--- config.mk ---
export PLATFORM = sky130hd
export DESIGN_NAME = ulpi_reg_engine
export DESIGN_NICKNAME = d
export VERILOG_FILES = /design/src/rtl/ulpi_reg_pkg.sv /design/src/rtl/ulpi_req_capture.sv /design/src/rtl/ulpi_susp_ctrl.sv /design/src/rtl/ulpi_tmo_watch.sv /design/src/rtl/ulpi_bus_fsm.sv /design/src/rtl/ulpi_reg_engine.sv
export SDC_FILE = /design/constraint.sdc
export NUM_CORES = 1
export LEC_CHECK = 0
export ABC_AREA = 1
export BUFFER_PORTS_ARGS = -buffer_cell sky130_fd_sc_hd__buf_4
export CORE_AREA = 3 3 70 72
export DETAILED_ROUTE_END_ITERATION = 16
export DIE_AREA = 0 0 73 75
export PLACE_DENSITY = 0.69
export SKIP_LAST_GASP = 1
export SLEW_MARGIN = 20
export SYNTH_ARGS = -nofsm -noshare
export SYNTH_HDL_FRONTEND = slang
export SYNTH_SLANG_ARGS = --single-unit
--- constraint.sdc ---
create_clock -name clk -period 1.6 [get_ports clk]
set_clock_uncertainty 0.05 [all_clocks]
set_input_delay 0.24 -clock clk [delete_from_list [all_inputs] [get_ports clk]]
set_output_delay 0.24 -clock clk [all_outputs]
set_load 0.01 [all_outputs]
--- src/rtl/ulpi_reg_pkg.sv ---
package ulpi_reg_pkg;

    localparam int BYTE_W = 8;

    localparam logic [1:0] OP_WRITE = 2'b10;
    localparam logic [1:0] OP_READ  = 2'b11;
    localparam logic [5:0] EXT_ESC  = 6'h2F;

    typedef enum logic [3:0] {
        S_IDLE,
        S_PREP,
        S_WAKE,
        S_CMD,
        S_EADDR,
        S_WDATA,
        S_STP,
        S_WAIT_DIR,
        S_RDATA,
        S_WAIT_LOW,
        S_FIN
    } bus_state_t;

    typedef struct packed {
        logic              write;
        logic              ext;
        logic [BYTE_W-1:0] addr;
        logic [BYTE_W-1:0] wdata;
    } acc_req_t;

    // Transmit command byte: opcode in the top two bits, address or escape below.
    function automatic logic [BYTE_W-1:0] cmd_byte(input acc_req_t r);
        logic [1:0] op;
        logic [5:0] fld;
        op  = r.write ? OP_WRITE : OP_READ;
        fld = r.ext ? EXT_ESC : r.addr[5:0];
        return {op, fld};
    endfunction

endpackage

--- src/rtl/ulpi_req_capture.sv ---
module ulpi_req_capture
    import ulpi_reg_pkg::*;
#(
    parameter logic [BYTE_W-1:0] EXT_BASE = 8'h2F
) (
    input  logic              clk,
    input  logic              rst,
    input  logic              idle,
    input  logic              req_valid,
    input  logic              req_write,
    input  logic [BYTE_W-1:0] req_addr,
    input  logic [BYTE_W-1:0] req_wdata,
    output logic              accept,
    output acc_req_t          req_q
);

    assign accept = idle && req_valid;

    always_ff @(posedge clk) begin
        if (rst) begin
            req_q <= '0;
        end else if (accept) begin
            req_q.write <= req_write;
            req_q.ext   <= (req_addr >= EXT_BASE);
            req_q.addr  <= req_addr;
            req_q.wdata <= req_wdata;
        end
    end

    AST_REQ_FROZEN: assert property (@(posedge clk) disable iff (rst)
        !idle |=> $stable(req_q));

endmodule

--- src/rtl/ulpi_susp_ctrl.sv ---
module ulpi_susp_ctrl (
    input  logic clk,
    input  logic rst,
    input  logic susp_set,
    input  logic wake_clr,
    output logic phy_suspend
);

    always_ff @(posedge clk) begin
        if (rst) begin
            phy_suspend <= 1'b0;
        end else if (wake_clr) begin
            phy_suspend <= 1'b0;
        end else if (susp_set) begin
            phy_suspend <= 1'b1;
        end
    end

    AST_WAKE_CLEARS: assert property (@(posedge clk) disable iff (rst)
        wake_clr |=> !phy_suspend);

endmodule

--- src/rtl/ulpi_tmo_watch.sv ---
module ulpi_tmo_watch #(
    parameter int TMO_CYC = 64
) (
    input  logic clk,
    input  logic rst,
    input  logic start,
    input  logic active,
    output logic expire
);

    localparam int            CW   = $clog2(TMO_CYC + 1);
    localparam logic [CW-1:0] LAST = CW'(TMO_CYC - 1);

    logic [CW-1:0] cnt;

    always_ff @(posedge clk) begin
        if (rst || start) begin
            cnt <= '0;
        end else if (active && (cnt != LAST)) begin
            cnt <= cnt + CW'(1);
        end
    end

    assign expire = active && (cnt == LAST);

    AST_TMO_RELEASE: assert property (@(posedge clk) disable iff (rst)
        expire |=> !active);

endmodule

--- src/rtl/ulpi_bus_fsm.sv ---
module ulpi_bus_fsm
    import ulpi_reg_pkg::*;
#(
    parameter int WAKE_CYC = 4
) (
    input  logic              clk,
    input  logic              rst,
    input  logic              accept,
    input  acc_req_t          req,
    input  logic              phy_suspend,
    input  logic              expire,
    input  logic              ulpi_dir,
    input  logic              ulpi_nxt,
    input  logic [BYTE_W-1:0] ulpi_data_i,
    output logic              idle,
    output logic              busy,
    output logic              wake_clr,
    output logic [BYTE_W-1:0] data_o,
    output logic              stp,
    output logic              done,
    output logic              timeout,
    output logic [BYTE_W-1:0] rd_data
);

    localparam int            WW        = (WAKE_CYC > 1) ? $clog2(WAKE_CYC) : 1;
    localparam logic [WW-1:0] WAKE_LAST = WW'(WAKE_CYC - 1);

    bus_state_t        st, st_nx;
    logic [WW-1:0]     wcnt;
    logic              abort;
    logic [BYTE_W-1:0] cmd;

    assign cmd      = cmd_byte(req);
    assign idle     = (st == S_IDLE);
    assign busy     = !idle;
    assign stp      = (st == S_STP);
    assign wake_clr = (st == S_PREP) && phy_suspend;
    assign abort    = expire && (st != S_FIN) && (st != S_IDLE);

    // Byte presented to the PHY.
    always_comb begin
        unique case (st)
            S_CMD:   data_o = cmd;
            S_EADDR: data_o = req.addr;
            S_WDATA: data_o = req.wdata;
            default: data_o = '0;
        endcase
    end

    // Next-state logic.
    always_comb begin
        st_nx = st;
        unique case (st)
            S_IDLE:     if (accept) st_nx = S_PREP;
            S_PREP:     st_nx = phy_suspend ? S_WAKE : S_CMD;
            S_WAKE:     if (wcnt == WAKE_LAST) st_nx = S_CMD;
            S_CMD: begin
                if (ulpi_nxt) begin
                    if (req.ext)        st_nx = S_EADDR;
                    else if (req.write) st_nx = S_WDATA;
                    else                st_nx = S_WAIT_DIR;
                end
            end
            S_EADDR:    if (ulpi_nxt) st_nx = req.write ? S_WDATA : S_WAIT_DIR;
            S_WDATA:    if (ulpi_nxt) st_nx = S_STP;
            S_STP:      st_nx = S_FIN;
            S_WAIT_DIR: if (ulpi_dir) st_nx = S_RDATA;
            S_RDATA:    st_nx = S_WAIT_LOW;
            S_WAIT_LOW: if (!ulpi_dir) st_nx = S_FIN;
            S_FIN:      st_nx = S_IDLE;
            default:    st_nx = S_IDLE;
        endcase
        if (abort) st_nx = S_IDLE;
    end

    always_ff @(posedge clk) begin
        if (rst) begin
            st      <= S_IDLE;
            wcnt    <= '0;
            done    <= 1'b0;
            timeout <= 1'b0;
            rd_data <= '0;
        end else begin
            st <= st_nx;
            if (st == S_WAKE) wcnt <= wcnt + WW'(1);
            else              wcnt <= '0;
            if (accept) begin
                done    <= 1'b0;
                timeout <= 1'b0;
            end
            if (st == S_FIN) done    <= 1'b1;
            if (abort)       timeout <= 1'b1;
            if (st == S_RDATA) rd_data <= ulpi_data_i;
        end
    end

    AST_HOLD_UNTIL_NXT: assert property (@(posedge clk) disable iff (rst)
        ((st inside {S_CMD, S_EADDR, S_WDATA}) && !ulpi_nxt && !expire) |=> $stable(data_o));
    AST_STP_SINGLE: assert property (@(posedge clk) disable iff (rst)
        stp |=> !stp);
    AST_WAKE_BEFORE_CMD: assert property (@(posedge clk) disable iff (rst)
        (st == S_CMD) |-> !phy_suspend);
    AST_DONE_XOR_TMO: assert property (@(posedge clk) disable iff (rst)
        !(done && timeout));
    AST_DONE_WHEN_IDLE: assert property (@(posedge clk) disable iff (rst)
        $rose(done) |-> idle);

endmodule

--- src/rtl/ulpi_reg_engine.sv ---
module ulpi_reg_engine
    import ulpi_reg_pkg::*;
#(
    parameter logic [7:0] EXT_BASE = 8'h2F,
    parameter int         WAKE_CYC = 4,
    parameter int         TMO_CYC  = 64
) (
    input  logic       clk,
    input  logic       rst,
    input  logic       req_valid,
    input  logic       req_write,
    input  logic [7:0] req_addr,
    input  logic [7:0] req_wdata,
    input  logic       susp_set,
    output logic       busy,
    output logic       done,
    output logic       timeout,
    output logic [7:0] rd_data,
    output logic       acc_ext,
    output logic       phy_suspend,
    input  logic       ulpi_dir,
    input  logic       ulpi_nxt,
    input  logic [7:0] ulpi_data_i,
    output logic [7:0] ulpi_data_o,
    output logic       ulpi_data_oe,
    output logic       ulpi_stp
);

    logic     idle;
    logic     accept;
    logic     wake_clr;
    logic     expire;
    acc_req_t req_q;

    // The link releases the bus whenever the PHY claims it.
    assign ulpi_data_oe = !ulpi_dir;
    assign acc_ext      = req_q.ext;

    ulpi_req_capture #(.EXT_BASE(EXT_BASE)) u_cap (
        .clk       (clk),
        .rst       (rst),
        .idle      (idle),
        .req_valid (req_valid),
        .req_write (req_write),
        .req_addr  (req_addr),
        .req_wdata (req_wdata),
        .accept    (accept),
        .req_q     (req_q)
    );

    ulpi_susp_ctrl u_susp (
        .clk         (clk),
        .rst         (rst),
        .susp_set    (susp_set),
        .wake_clr    (wake_clr),
        .phy_suspend (phy_suspend)
    );

    ulpi_tmo_watch #(.TMO_CYC(TMO_CYC)) u_tmo (
        .clk    (clk),
        .rst    (rst),
        .start  (accept),
        .active (busy),
        .expire (expire)
    );

    ulpi_bus_fsm #(.WAKE_CYC(WAKE_CYC)) u_fsm (
        .clk         (clk),
        .rst         (rst),
        .accept      (accept),
        .req         (req_q),
        .phy_suspend (phy_suspend),
        .expire      (expire),
        .ulpi_dir    (ulpi_dir),
        .ulpi_nxt    (ulpi_nxt),
        .ulpi_data_i (ulpi_data_i),
        .idle        (idle),
        .busy        (busy),
        .wake_clr    (wake_clr),
        .data_o      (ulpi_data_o),
        .stp         (ulpi_stp),
        .done        (done),
        .timeout     (timeout),
        .rd_data     (rd_data)
    );

endmodule

==> results.sh <==
export IMPL_start_util_pct=44.8
export IMPL_holdCritStartpoint="rst"
export IMPL_crit_type="flop to output pin"
export IMPL_synth_nets=305
export IMPL_place_gp_congestion=0.840
export IMPL_fin_tns_setup_ns=-2.75
export IMPL_num_rows=24
export IMPL_hold_path_depth=2
export IMPL_met3_length_um=445
export IMPL_cts_buffers=5
export IMPL_async_reset_ff_share_pct=0
export IMPL_r2r_start="u_fsm.st[2]$_SDFFE_PP0P_"
export IMPL_setup_violations=36
export IMPL_p_per_area_nw_per_um2=1250
export IMPL_wire_per_inst_um=13.1
export IMPL_setup_slack_ns=-0.138
export IMPL_cts_tree="yes"
export IMPL_synthDistinctLibCells=25
export IMPL_cp_max_fo=6
export IMPL_htree_num_levels=2
export IMPL_via_per_inst=5.07
export IMPL_diodes=0
export IMPL_post_route_period_util_pct=109
export IMPL_dr_first_iter_drc_count=115
export IMPL_fill_cells=374
export IMPL_syn_inst=272
export IMPL_cp_arrival_ns=1.45
export IMPL_finalMaxSlewViolations=0
export IMPL_grt_util_all_layers_pct=18.3
export IMPL_ff_latch_area_sq_um=853
export IMPL_synth_top_area_share_pct=43.1
export IMPL_num_io_pins=54
export IMPL_clockBufferDepth=2
export IMPL_failed_checks="setup timing"
export IMPL_startpoint_type="flop"
export IMPL_mostFrequentLayoutCells="buf_4 (73), inv_1 (38), dfxtp_1 (38)"
export IMPL_first_global_vias=1758
export IMPL_worstMarginPinSlew_ns=0.328
export IMPL_hold_violations=0
export IMPL_pre_cts_slack_ns=0.0323
export IMPL_p_leak_uw=0.00132
export IMPL_antenna_found_initial=0
export IMPL_detail_route_antenna_nets=0
export IMPL_multi_input_area_sq_um=1020
export IMPL_grt_overflow=0
export IMPL_max_slew_margin_pct=78.1
export IMPL_area_growth_pct=45.6
export IMPL_drv_cap=0
export IMPL_hpwl_um=3540
export IMPL_numClockSinks=42
export IMPL_ys_ff_latch=42
export IMPL_die_w_um=73
export IMPL_endpoint_kind="output pin"
export IMPL_clkLatencyLatePin_ns=0.29
export IMPL_cts_root_buf="clkbuf_8"
export IMPL_hold_end="u_cap.req_q[14]$_SDFFE_PP0P_"
export IMPL_numPortBuffers=53
export IMPL_yosysWarnings=0
export IMPL_reg2reg_depth=10
export IMPL_timing_fmax_mhz=575
export IMPL_critPathRequiredTime_ns=1.31
export IMPL_final_common_cell="buf_4"
export IMPL_r2r_slack_ns=-0.14
export IMPL_r2r_end="u_cap.req_q[16]$_SDFFE_PP0P_"
export IMPL_dieArea_sq_um=5480
export IMPL_highest_layer="met4"
export IMPL_dr_pass1_iters=4
export IMPL_vdd_drop_max_mv=0.679
export IMPL_ys_seq_area_share_pct=43.1
export IMPL_synth_flop_cell="dfxtp_1"
export IMPL_synth_largest_area_cell="dfxtp_1"
export IMPL_synthTopCellsByArea="dfxtp_1 (43%), nand2_1 (8.8%), inv_1 (8.7%)"
export IMPL_clk_pin_slew_worst_paths_ns=0.07
export IMPL_num_vias=2055
export IMPL_layout_nets=386
export IMPL_synth_edf_count=0
export IMPL_wl_um=5290
export IMPL_wl_met1_um=2260
export IMPL_coreArea_sq_um=4350
export IMPL_syn_area_sq_um=1950
export IMPL_dr_wl_met2_um=2500
export IMPL_min_delay_path_class="input pin to flop"
export IMPL_grt_pass1_wl_um=7800
export IMPL_grt_setup_unrepaired="yes"
export IMPL_status="finished, violations left"
export IMPL_fin_crit_ns=1.74
export IMPL_postCtsHoldBufs=0
export IMPL_die_h_um=75
export IMPL_drive_gt1_share_pct=36.8
export IMPL_drc=0
export IMPL_grt_max_degree=34
export IMPL_syn_area_per_cell_sq_um=7.18
[synthesized netlist by cell type (2+ instances only)]
library cell and n:
nand2_1 46, nand3_1 14, dfxtp_1 42, buf_6 2, a21oi_1 29, nor2_4 3
nor2_1 27, xor2_1 4, ha_1 2, o221ai_1 7, inv_1 45, nor2_2 5
clkbuf_1 3, o21ai_0 29, nand4_1 4
[where the power goes]
group	switching (uW)	leakage, uW	total [uW]	internal (uW)
registers	122	0.000346	1380	1260
clock network	345	0.0000438	638	293
logic	879	0.000928	1530	655
total	1350	0.00132	3550	2200
[cell type report]
class                      instances  area share [%]
multi-input combinational        177            36.0
sequential                        42            30.0
timing repair buffer              78            21.3
inverter                          46            6.69
clock buffer                       5            2.42
tap                               52            2.29
timing repair inverter             3           0.924
clock inverter                     2           0.352
[repair_timing]
| action | in CTS | in global routing |
|---|---|---|
| cloned | 0 | 3 |
| pin swaps | 5 | 11 |
| buffers inserted | 2 | 7 |
| endpoints found under the setup margin | 9 | 36 |
| gates resized for setup | 31 | 25 |
[metrics by stage]
step	total power [uW]	cells	hold WS (ns)	utilization, %	area, sq um
detailed placement	2530	386	0.367	57.2	2490
global placement	2520	386	0.359	57.2	2490
floorplan	2100	272	0.259	-	1950
global route	3780	405	0.0880	65.3	2840
CTS	3290	395	0.0885	61.8	2690
finish	3550	405	0.0859	65.3	2840
[registers in the layout, indices dropped and copies added (netlist names)]
name and cells:
u_fsm.rd_data 8, u_fsm.timeout 1, u_tmo.cnt 7, u_fsm.st 4
u_cap.req_q 18, u_fsm.wcnt 2, u_susp.phy_suspend 1, u_fsm.done 1
[worst max-delay path, stage by stage (launching register included)]
cell and delay, ns:
dfxtp_4 0.37, inv_2 0.05, nor2_4 0.16, nand2_2 0.12, nand2_4 0.10, inv_6 0.05, o221ai_4 0.16, buf_4 0.15
[worst max-delay path by stage]
stage	from	to	cells after the start
final	u_fsm.st[2]$_SDFFE_PP0P_	ulpi_data_o[2]	7
after detailed placement	u_fsm.st[1]$_SDFFE_PP0P_	u_tmo.cnt[6]$_SDFFE_PP0P_	8
after global routing	u_fsm.st[2]$_SDFFE_PP0P_	ulpi_data_o[2]	7
after floorplan	u_fsm.st[1]$_SDFFE_PP0P_	ulpi_data_o[0]	7
after global placement	u_fsm.st[0]$_SDFFE_PP0P_	ulpi_data_o[1]	5
after CTS	u_fsm.st[2]$_SDFFE_PP0P_	ulpi_data_o[3]	7
[per-layer routing]
layer / track usage [%] / vias to the layer above
li1: - / 1040
met1: 22.7 / 929
met2: 30.5 / 76
met3: 5.21 / 10
met4: 6.15 / 0
met5: 0 / -
[cells by family (layout without fill, tap and decap cells)]
| family | after synthesis | after routing | synth area share, % |
|---|---|---|---|
| fa+ha+maj | 2 | 2 | 1.28 |
| buf+inv | 53 | 134 | 11.1 |
| compound gates | 68 | 68 | 19.0 |
| flops | 42 | 42 | 43.1 |
| simple gates | 103 | 103 | 23.7 |
| xor+xnor | 4 | 4 | 1.79 |
Note: power is estimated with default switching activity, not from simulation.
